==> src/rtl/shadow_agen_pkg.sv <==
package shadow_agen_pkg;
  localparam int SLOTS  = 4;
  localparam int SLOT_W = 2;

  typedef enum logic [1:0] {
    SHM_NONE = 2'b00,
    SHM_ONE  = 2'b01,
    SHM_TWO  = 2'b10,
    SHM_FOUR = 2'b11
  } shm_mode_e;
endpackage

==> src/rtl/shadow_agen_file.sv <==
module shadow_agen_file
  import shadow_agen_pkg::*;
#(
  parameter int NUM_BASE = 8,
  parameter int ADDR_W   = 64,
  localparam int IDX_W   = $clog2(NUM_BASE)
) (
  input  logic                          clk,
  input  logic                          rst_n,
  input  logic                          base_we,
  input  logic [IDX_W-1:0]              base_idx,
  input  shm_mode_e                     base_mode,
  input  logic                          sh_we,
  input  logic [IDX_W-1:0]              sh_base,
  input  logic [SLOT_W-1:0]             sh_slot,
  input  logic [ADDR_W-1:0]             sh_data,
  input  logic [IDX_W-1:0]              rd_base,
  output shm_mode_e                     rd_mode,
  output logic [SLOTS-1:0]              rd_valid,
  output logic [SLOTS-1:0][ADDR_W-1:0]  rd_data
);

  shm_mode_e                     mode_all  [NUM_BASE];
  logic [SLOTS-1:0]              valid_all [NUM_BASE];
  logic [SLOTS-1:0][ADDR_W-1:0]  data_all  [NUM_BASE];

  for (genvar b = 0; b < NUM_BASE; b++) begin : g_base
    localparam logic [IDX_W-1:0] B_ID = IDX_W'(b);

    shm_mode_e                    mode_r, mode_d;
    logic [SLOTS-1:0]             valid_r, valid_d;
    logic [SLOTS-1:0][ADDR_W-1:0] data_r;
    logic [SLOTS-1:0]             data_en;
    logic                         base_hit, sh_hit;

    // a base write to the same base takes precedence over a shadow load
    assign base_hit = base_we && (base_idx == B_ID);
    assign sh_hit   = sh_we && (sh_base == B_ID) && !base_hit;

    always_comb begin
      mode_d  = mode_r;
      valid_d = valid_r;
      data_en = '0;
      if (base_hit) begin
        mode_d  = base_mode;
        valid_d = '0;
      end else if (sh_hit) begin
        valid_d[sh_slot] = 1'b1;
        data_en[sh_slot] = 1'b1;
      end
    end

    always_ff @(posedge clk or negedge rst_n) begin
      if (!rst_n) begin
        mode_r  <= SHM_NONE;
        valid_r <= '0;
      end else begin
        mode_r  <= mode_d;
        valid_r <= valid_d;
      end
    end

    // shadow payload carries no reset: it is qualified by valid_r
    always_ff @(posedge clk) begin
      for (int s = 0; s < SLOTS; s++) begin
        if (data_en[s]) data_r[s] <= sh_data;
      end
    end

    assign mode_all[b]  = mode_r;
    assign valid_all[b] = valid_r;
    assign data_all[b]  = data_r;
  end

  assign rd_mode  = mode_all[rd_base];
  assign rd_valid = valid_all[rd_base];
  assign rd_data  = data_all[rd_base];

endmodule

==> src/rtl/shadow_agen_select.sv <==
module shadow_agen_select
  import shadow_agen_pkg::*;
#(
  parameter int ADDR_W = 64,
  parameter int DISP_W = 16
) (
  input  shm_mode_e                     mode,
  input  logic [SLOTS-1:0]              valid,
  input  logic [SLOTS-1:0][ADDR_W-1:0]  data,
  input  logic                          req_valid,
  input  logic [DISP_W-1:0]             disp,
  output logic                          fast_valid,
  output logic [ADDR_W-1:0]             fast_addr,
  output logic                          slow_path
);

  localparam logic [ADDR_W-1:0] MASK_ONE  = ADDR_W'({DISP_W{1'b1}});
  localparam logic [ADDR_W-1:0] MASK_TWO  = ADDR_W'({(DISP_W-1){1'b1}});
  localparam logic [ADDR_W-1:0] MASK_FOUR = ADDR_W'({(DISP_W-2){1'b1}});

  logic [SLOT_W-1:0] slot;
  logic [ADDR_W-1:0] mask;
  logic [ADDR_W-1:0] sel;
  logic [ADDR_W-1:0] disp_ext;
  logic              usable;

  always_comb begin
    slot = '0;
    mask = '0;
    unique case (mode)
      SHM_ONE:  begin slot = '0;                           mask = MASK_ONE;  end
      SHM_TWO:  begin slot = {1'b0, disp[DISP_W-1]};       mask = MASK_TWO;  end
      SHM_FOUR: begin slot = disp[DISP_W-1 -: SLOT_W];     mask = MASK_FOUR; end
      default:  begin slot = '0;                           mask = '0;        end
    endcase
  end

  assign sel      = data[slot];
  assign disp_ext = ADDR_W'(disp);
  assign usable   = (mode != SHM_NONE) && valid[slot] && ((sel & mask) == '0);

  assign fast_valid = req_valid && usable;
  assign slow_path  = req_valid && !usable;
  assign fast_addr  = fast_valid ? ((sel & ~mask) | (disp_ext & mask)) : '0;

endmodule

==> src/rtl/shadow_agen.sv <==
module shadow_agen
  import shadow_agen_pkg::*;
#(
  parameter int NUM_BASE = 8,
  parameter int ADDR_W   = 64,
  parameter int DISP_W   = 16,
  localparam int IDX_W   = $clog2(NUM_BASE)
) (
  input  logic              clk,
  input  logic              rst_n,
  input  logic              base_we,
  input  logic [IDX_W-1:0]  base_idx,
  input  logic [1:0]        base_mode,
  input  logic              sh_we,
  input  logic [IDX_W-1:0]  sh_base,
  input  logic [1:0]        sh_slot,
  input  logic [ADDR_W-1:0] sh_data,
  input  logic              req_valid,
  input  logic [IDX_W-1:0]  req_base,
  input  logic [DISP_W-1:0] req_disp,
  output logic              fast_valid,
  output logic [ADDR_W-1:0] fast_addr,
  output logic              slow_path
);

  shm_mode_e                     rd_mode;
  logic [SLOTS-1:0]              rd_valid;
  logic [SLOTS-1:0][ADDR_W-1:0]  rd_data;

  shadow_agen_file #(
    .NUM_BASE (NUM_BASE),
    .ADDR_W   (ADDR_W)
  ) u_file (
    .clk       (clk),
    .rst_n     (rst_n),
    .base_we   (base_we),
    .base_idx  (base_idx),
    .base_mode (shm_mode_e'(base_mode)),
    .sh_we     (sh_we),
    .sh_base   (sh_base),
    .sh_slot   (sh_slot),
    .sh_data   (sh_data),
    .rd_base   (req_base),
    .rd_mode   (rd_mode),
    .rd_valid  (rd_valid),
    .rd_data   (rd_data)
  );

  shadow_agen_select #(
    .ADDR_W (ADDR_W),
    .DISP_W (DISP_W)
  ) u_select (
    .mode       (rd_mode),
    .valid      (rd_valid),
    .data       (rd_data),
    .req_valid  (req_valid),
    .disp       (req_disp),
    .fast_valid (fast_valid),
    .fast_addr  (fast_addr),
    .slow_path  (slow_path)
  );

endmodule

==> config.mk <==
export PLATFORM = sky130hd
export DESIGN_NAME = shadow_agen
export DESIGN_NICKNAME = d
export VERILOG_FILES = /design/src/rtl/shadow_agen_pkg.sv /design/src/rtl/shadow_agen_file.sv /design/src/rtl/shadow_agen_select.sv /design/src/rtl/shadow_agen.sv
export SDC_FILE = /design/constraint.sdc
export NUM_CORES = 2
export LEC_CHECK = 0
export BUFFER_PORTS_ARGS = -buffer_cell sky130_fd_sc_hd__buf_2
export CAP_MARGIN = 30
export CORE_MARGIN = 2
export CORE_UTILIZATION = 55
export DETAILED_ROUTE_END_ITERATION = 16
export PLACE_DENSITY = 0.71
export SLEW_MARGIN = 10
export SYNTH_ARGS = -nofsm -noshare
export SYNTH_HDL_FRONTEND = slang
export SYNTH_SLANG_ARGS = --single-unit
==> constraint.sdc <==
create_clock -name clk -period 17.9 [get_ports clk]
set_clock_uncertainty 0.1 [all_clocks]
set_input_delay 3.58 -clock clk [delete_from_list [all_inputs] [get_ports clk]]
set_output_delay 3.58 -clock clk [all_outputs]
set_load 0.05 [all_outputs]
# Word-level counts from Yosys, hierarchy flattened
# Index checks and enable logic that the tools add are counted.
[word_totals]
rom_bits = 0
register_bits = 2096
inputBits = 98
elab_cells = 183
n_memories = 0
latch_bits = 0
output_inout_bits = 66
ram_bits = 0
[classes]
shift = 0
muxes = 50
add_sub_neg = 0
n_mul = 0
n_reduce_logical = 50
magnitude_cmp = 4
n_bitwise = 14
n_eq_ne = 17
div_mod_pow = 0
[ops]
columns = ["operator", "n"]
rows = [
  ["256-bit binary-select mux with 3-bit select", 1],
  ["256-bit two-way mux", 2],
  ["4-bit two-way mux", 34],
  ["64-bit binary-select mux with 2-bit select", 1],
  ["64-bit two-way mux", 2],
  ["64-bit by 16-bit AND with 64-bit output", 1],
  ["64-bit AND", 1],
  ["64-bit zero test", 1],
  ["16-bit inverter with 64-bit output", 1],
  ["64-bit OR", 1],
  ["16-bit case mux with 3 select lines", 1],
  ["4-bit OR", 8],
  ["1-bit logical AND", 29],
  ["3-bit == test (second input constant)", 8],
  ["2-bit nonzero test", 9],
  ["16-bit AND", 1],
  ["4-bit binary-select mux with 3-bit select", 1],
  ["3-bit by 2-bit == test with 1-bit output (second input constant)", 4],
  ["1-bit zero test", 9],
  ["2-bit binary-select mux with 3-bit select", 1],
  ["3-bit by 1-bit == test with 1-bit output (second input constant)", 2],
  ["3-bit zero test", 2],
  ["2-bit by 3-bit < comparator with 1-bit output (second input constant)", 2],
  ["2-bit == test (second input constant)", 2],
  ["9 further kinds", 11],
]

# Depth between registers and ports, before layout
[depth]
ltp_word = 13
depth_mapped = 22
ltp_nobuf = 11

# By module
# A second synthesis with hierarchy kept.
[unflattened]
hier_cells = 3520
area_unflattened_um2 = 82004.9
[modules_own_cells]
columns = ["mod", "seq_area_each_um2", "area_per_inst_um2", "n_inst", "cells_per_inst"]
rows = [
  ["shadow_agen_file", 62700.1, 79134.6, 1, 3184],
  ["shadow_agen_select", 0.0, 2870.3, 1, 336],
]

# Worst setup path before layout
# Ideal clock, no wire load.
[synth_timing]
path_kind = "in2out"
startpoint = "in req_base[0]"
endpoint = "out fast_addr[11]"
required_time_ns = 14.220
setup_slack_ns = 5.264
t_arrival_ns = 8.956
stages = 18
n_path_buf = 8
path_cell_list = "buf_6 buf_4 buf_4 buf_2 clkbuf_1 buf_2 mux4_2 mux2i_1 ha_1 a22o_1 buf_2 buf_1 mux2_2 nand4b_1 o211ai_1 nor4_4 nand2_4 a211oi_1"
[synth_between]
elab_chain_cells = 13
elab_cells_between_ends = 30
classes_between = "3 x eq/ne; 16 x mux; 6 x bitwise; 5 x reduce/logical"
[synth_rtl]
columns = ["item", "line", "text"]
rows = [
  ["start: declaration", "shadow_agen.sv:19", "input logic [IDX_W-1:0] req_base,"],
  ["3-bit inverter with 4-bit output (not written as such) *", "shadow_agen_file.sv:75, shadow_agen_file.sv:76, shadow_agen_file.sv:77", ""],
  ["2-bit binary-select mux with 3-bit select", "shadow_agen_file.sv:75", "assign rd_mode = mode_all[rd_base];"],
  ["2-bit two-way mux (not written as such) (2 in a row)", "shadow_agen_file.sv:75", ""],
  ["2-bit == test", "shadow_agen_select.sv:30", "unique case (mode)"],
  ["2-bit case mux with 2 select lines", "shadow_agen_select.sv:30", ""],
  ["64-bit binary-select mux with 2-bit select", "shadow_agen_select.sv:38", "assign sel = data[slot];"],
  ["64-bit two-way mux (not written as such)", "shadow_agen_select.sv:38", ""],
  ["64-bit by 16-bit AND with 64-bit output", "shadow_agen_select.sv:40", "assign usable = (mode != SHM_NONE) && valid[slot] && ((sel & mask) == '0);"],
  ["64-bit zero test", "shadow_agen_select.sv:40", ""],
  ["1-bit logical AND", "shadow_agen_select.sv:40", ""],
  ["1-bit logical AND", "shadow_agen_select.sv:42", "assign fast_valid = req_valid && usable;"],
  ["64-bit two-way mux *", "shadow_agen_select.sv:44", "assign fast_addr = fast_valid ? ((sel & ~mask) | (disp_ext & mask)) : '0;"],
  ["end: declaration", "shadow_agen.sv:22", "output logic [ADDR_W-1:0] fast_addr,"],
]
# Every way passes the cells marked *; elsewhere a longest branch is shown, timed or not. The select of a mux whose other input is x is not followed.

# Final worst setup path
# Same ends and word-level chain as after synthesis.

==> reports/qor.yml <==
final_period_minus_worst_setup_slack_ns: 13.11
net_switching_power_mw: 2.32
vias_per_inst: 6.60
globalplace.congestion: 0.816
post-place-ws_ns: 4.73
timing.setup.critical_path_class: "input port to output port"
area_delta_synth_final_pct: 12.9
number_of_cell_rows: 140
postCtsHoldBufs: 0
core-area_sq_um: 146000
fin_tns_setup_ns: 0
clk_path_buf_depth: 3
design.portCount: 164
clk_transition_reported_paths_ns: 0.06
dpl.hpwl_um: 99600
arrival_time_at_the_worst_endpoint_ns: 9.43
drcViolationCount: 0
final_nets: 3724
synth-seq-area-share_pct: 77.6
wl_per_cell_um: 33.7
die_width_um: 387
number_of_buffers_added_on_ports: 163
p_leak_nw: 29.2
max_slew_margin_pct: 16.6
antenna_found_initial: 13
power.share.combinational_pct: 7.6
mostFrequentLayoutCell: "sky130_fd_sc_hd__edfxtp_1"
floorplan.die.height_um: 387
total_power_mw: 10.5
max_slew.worst_pin.slew_ns: 1.25
cts.root.buffer_cell: "sky130_fd_sc_hd__clkbuf_16"
route.vias.total: 37671
crit_path_end_kind: "output port"
postRouteWirelength_um: 192000
synth_warnings: 0
finished_cell_area_sq_um: 91200
worstSkewPairLatency_ns: 0.83
power.share.sequential_pct: 52.3
largest_vdd_supply_drop_mv: 0.101
overflow: 0
drv.max_cap_violation_count: 0
post-cts-setup-buffer-count: 0
final_worst_path_setup_slack_ns: 4.79
timing.final.max_slew_violations: 0
placedInstanceArea_sq_um: 84500
ys_types: 55
drive_above_1_share_pct: 34.1
postSynthCellCount: 3326
synth.net_count: 3429
sw_frac_of_total_pct: 22.1
footprint_of_the_multi_input_gates_sq_um: 17500
powerDensity_nw_per_um2: 115
tritoncts: "done"
pin_count_of_the_biggest_net_entering_global_routing: 168
path_max_fanout: 75
ys_ff_latch: 2096
synth.avg_cell_area_sq_um: 24.3
final.period_utilization_pct: 73.2
groute.usage.overall_pct: 25.8
htree_num_levels: 4
mappedNetlistArea_sq_um: 80800
global_route_wire_length_before_repair_um: 275000
die-area_sq_um: 150000
hold_path.class: "flop to flop"
floorplan.initialDensity_pct: 55.4
crit_required_ns: 14.22
setup_viol: 0
critPathLaunchType: "input port"
tritoncts.num_buffers: 201
layout.area.seq_sq_um: 62700
drt_first_pass_iters: 6
run_status: "complete, no violations"
num-fill-cells: 9482
detail-route-antenna-nets: 0
async_flop_share_pct: 2.29
fmax_ghz: 0.0763
power.internal_mw: 8.16
drt-initial-drc-count: 5252
postSynth.topFlopCell: "sky130_fd_sc_hd__edfxtp_1"
finalHoldViolations: 0
first_global_vias: 38085
reg2regPathDepth: 1
ctsResizeCount: 0
grt_setup_unrepaired: "no"
timing.hold.worst_path_depth: 1
power_frac_clock_pct: 40.1
most-common-layout-cells: "sky130_fd_sc_hd__edfxtp_1, sky130_fd_sc_hd__mux4_2, sky130_fd_sc_hd__clkbuf_16, sky130_fd_sc_hd__buf_2, sky130_fd_sc_hd__mux2i_1"
clock_sink_count: 2096
synth_edf_count: 2048
[synth_stat cells (3+ instances only)]
library cell / number / area share (%)
sky130_fd_sc_hd__a21o_1: 33 / 0.31
sky130_fd_sc_hd__a21oi_1: 9 / 0.056
sky130_fd_sc_hd__a22oi_1: 8 / 0.074
sky130_fd_sc_hd__a31oi_1: 3 / 0.023
sky130_fd_sc_hd__and2_1: 4 / 0.031
sky130_fd_sc_hd__and3_1: 3 / 0.023
sky130_fd_sc_hd__buf_1: 17 / 0.079
sky130_fd_sc_hd__buf_2: 67 / 0.42
sky130_fd_sc_hd__buf_4: 15 / 0.14
sky130_fd_sc_hd__buf_6: 10 / 0.14
sky130_fd_sc_hd__clkbuf_1: 66 / 0.31
sky130_fd_sc_hd__dfrtp_1: 48 / 1.5
sky130_fd_sc_hd__edfxtp_1: 2048 / 76
sky130_fd_sc_hd__ha_1: 5 / 0.077
sky130_fd_sc_hd__inv_1: 4 / 0.019
sky130_fd_sc_hd__mux2_2: 27 / 0.38
sky130_fd_sc_hd__mux2i_1: 91 / 1.1
sky130_fd_sc_hd__mux4_2: 615 / 17
sky130_fd_sc_hd__nand2_1: 38 / 0.18
sky130_fd_sc_hd__nand2b_1: 4 / 0.031
sky130_fd_sc_hd__nand3_1: 21 / 0.13
sky130_fd_sc_hd__nand4_1: 5 / 0.039
sky130_fd_sc_hd__nor2_1: 44 / 0.20
sky130_fd_sc_hd__nor2b_1: 8 / 0.062
sky130_fd_sc_hd__nor3_1: 4 / 0.025
sky130_fd_sc_hd__nor3_2: 59 / 0.73
sky130_fd_sc_hd__o2111ai_1: 3 / 0.033
sky130_fd_sc_hd__o21ai_0: 4 / 0.025
sky130_fd_sc_hd__o22ai_1: 26 / 0.20
sky130_fd_sc_hd__or3_1: 4 / 0.031
sky130_fd_sc_hd__or4_1: 4 / 0.037
[critical path: stages]
cell and delay (ns):
sky130_fd_sc_hd__buf_8 0.51, sky130_fd_sc_hd__mux4_2 0.60, sky130_fd_sc_hd__mux2i_1 0.38, sky130_fd_sc_hd__inv_1 0.12, sky130_fd_sc_hd__ha_1 0.33, sky130_fd_sc_hd__nand2_4 0.54, sky130_fd_sc_hd__buf_4 0.60, sky130_fd_sc_hd__or3_1 0.33
sky130_fd_sc_hd__o22ai_1 0.14, sky130_fd_sc_hd__nor4_1 0.54, sky130_fd_sc_hd__nor3_1 0.24, sky130_fd_sc_hd__a41oi_4 0.28, sky130_fd_sc_hd__buf_4 0.65, sky130_fd_sc_hd__a211oi_1 0.09, sky130_fd_sc_hd__buf_2 0.26
[layout make-up]
class,count,share of cell area [%]
Multi-Input combinational cell,1049,19.1
Sequential cell,2096,68.7
Timing Repair Buffer,267,2.26
Clock buffer,242,5.71
Antenna cell,8,0.0219
Tap cell,1917,2.63
Clock inverter,124,1.48
Inverter,6,0.0247
[per-layer routing]
metal  share of wire, %  global-route usage [%]  routed length (um)
met5              0.025                       0                  49
met3                8.4                    4.70               16200
met1                 39                    36.7               75000
met2                 50                    41.8               96200
met4                2.7                    7.58                5100
[power groups by stage]
| stage | Clock (mW) | Sequential (mW) | Combinational, mW |
|---|---|---|---|
| global route | 4.44 | 5.49 | 0.841 |
| CTS | 4.25 | 5.48 | 0.803 |
| finish | 4.20 | 5.48 | 0.797 |
| global placement | 0 | 5.58 | 0.781 |
| floorplan | 0 | 5.58 | 0.513 |
| detailed placement | 0 | 5.58 | 0.799 |
[cells by family after synthesis]
logic type	count (synthesis)	share of synthesized area, %
DFF	2096	77.6
muxes	733	18.7
and+or+nand+nor	207	1.63
buffers and inverters	181	1.11
AOI/OAI and AO/OA	104	0.917
adders and majority gates	5	0.0774
[worst paths after layout]
kind / start / endpoint / slack (ns)
max in group asynchronous: rst_n / u_file.g_base[1].valid_r[1]$_DFFE_PN0P_ / 14.64
worst min register to register: u_file.g_base[4].valid_r[3]$_DFFE_PN0P_ / u_file.g_base[4].valid_r[3]$_DFFE_PN0P_ / 0.37
worst max-delay path: req_base[0] / fast_addr[11] / 4.79
min in group asynchronous: rst_n / u_file.g_base[0].mode_r[1]$_DFFE_PN0P_ / 2.56
worst min-delay path: u_file.g_base[4].valid_r[3]$_DFFE_PN0P_ / u_file.g_base[4].valid_r[3]$_DFFE_PN0P_ / 0.37
worst max register to register: u_file.g_base[0].mode_r[1]$_DFFE_PN0P_ / u_file.g_base[0].mode_r[1]$_DFFE_PN0P_ / 17.04
[registers in the layout (all words and copies together), names as in the netlist]
name / cells
u_file.data_all: 2048
u_file.g_base.mode_r: 16
u_file.g_base.valid_r: 32
[stage by stage]
stage / utilization [%] / hold WS (ns) / cells
global placement: 57.7 / 0.354 / 5311
floorplan: - / 0.344 / 3326
detailed placement: 58.0 / 0.360 / 5329
global route: 62.6 / 0.394 / 5707
finish: 62.6 / 0.372 / 5709
CTS: 62.5 / 0.374 / 5695
Note: power is estimated with default switching activity, not from simulation.
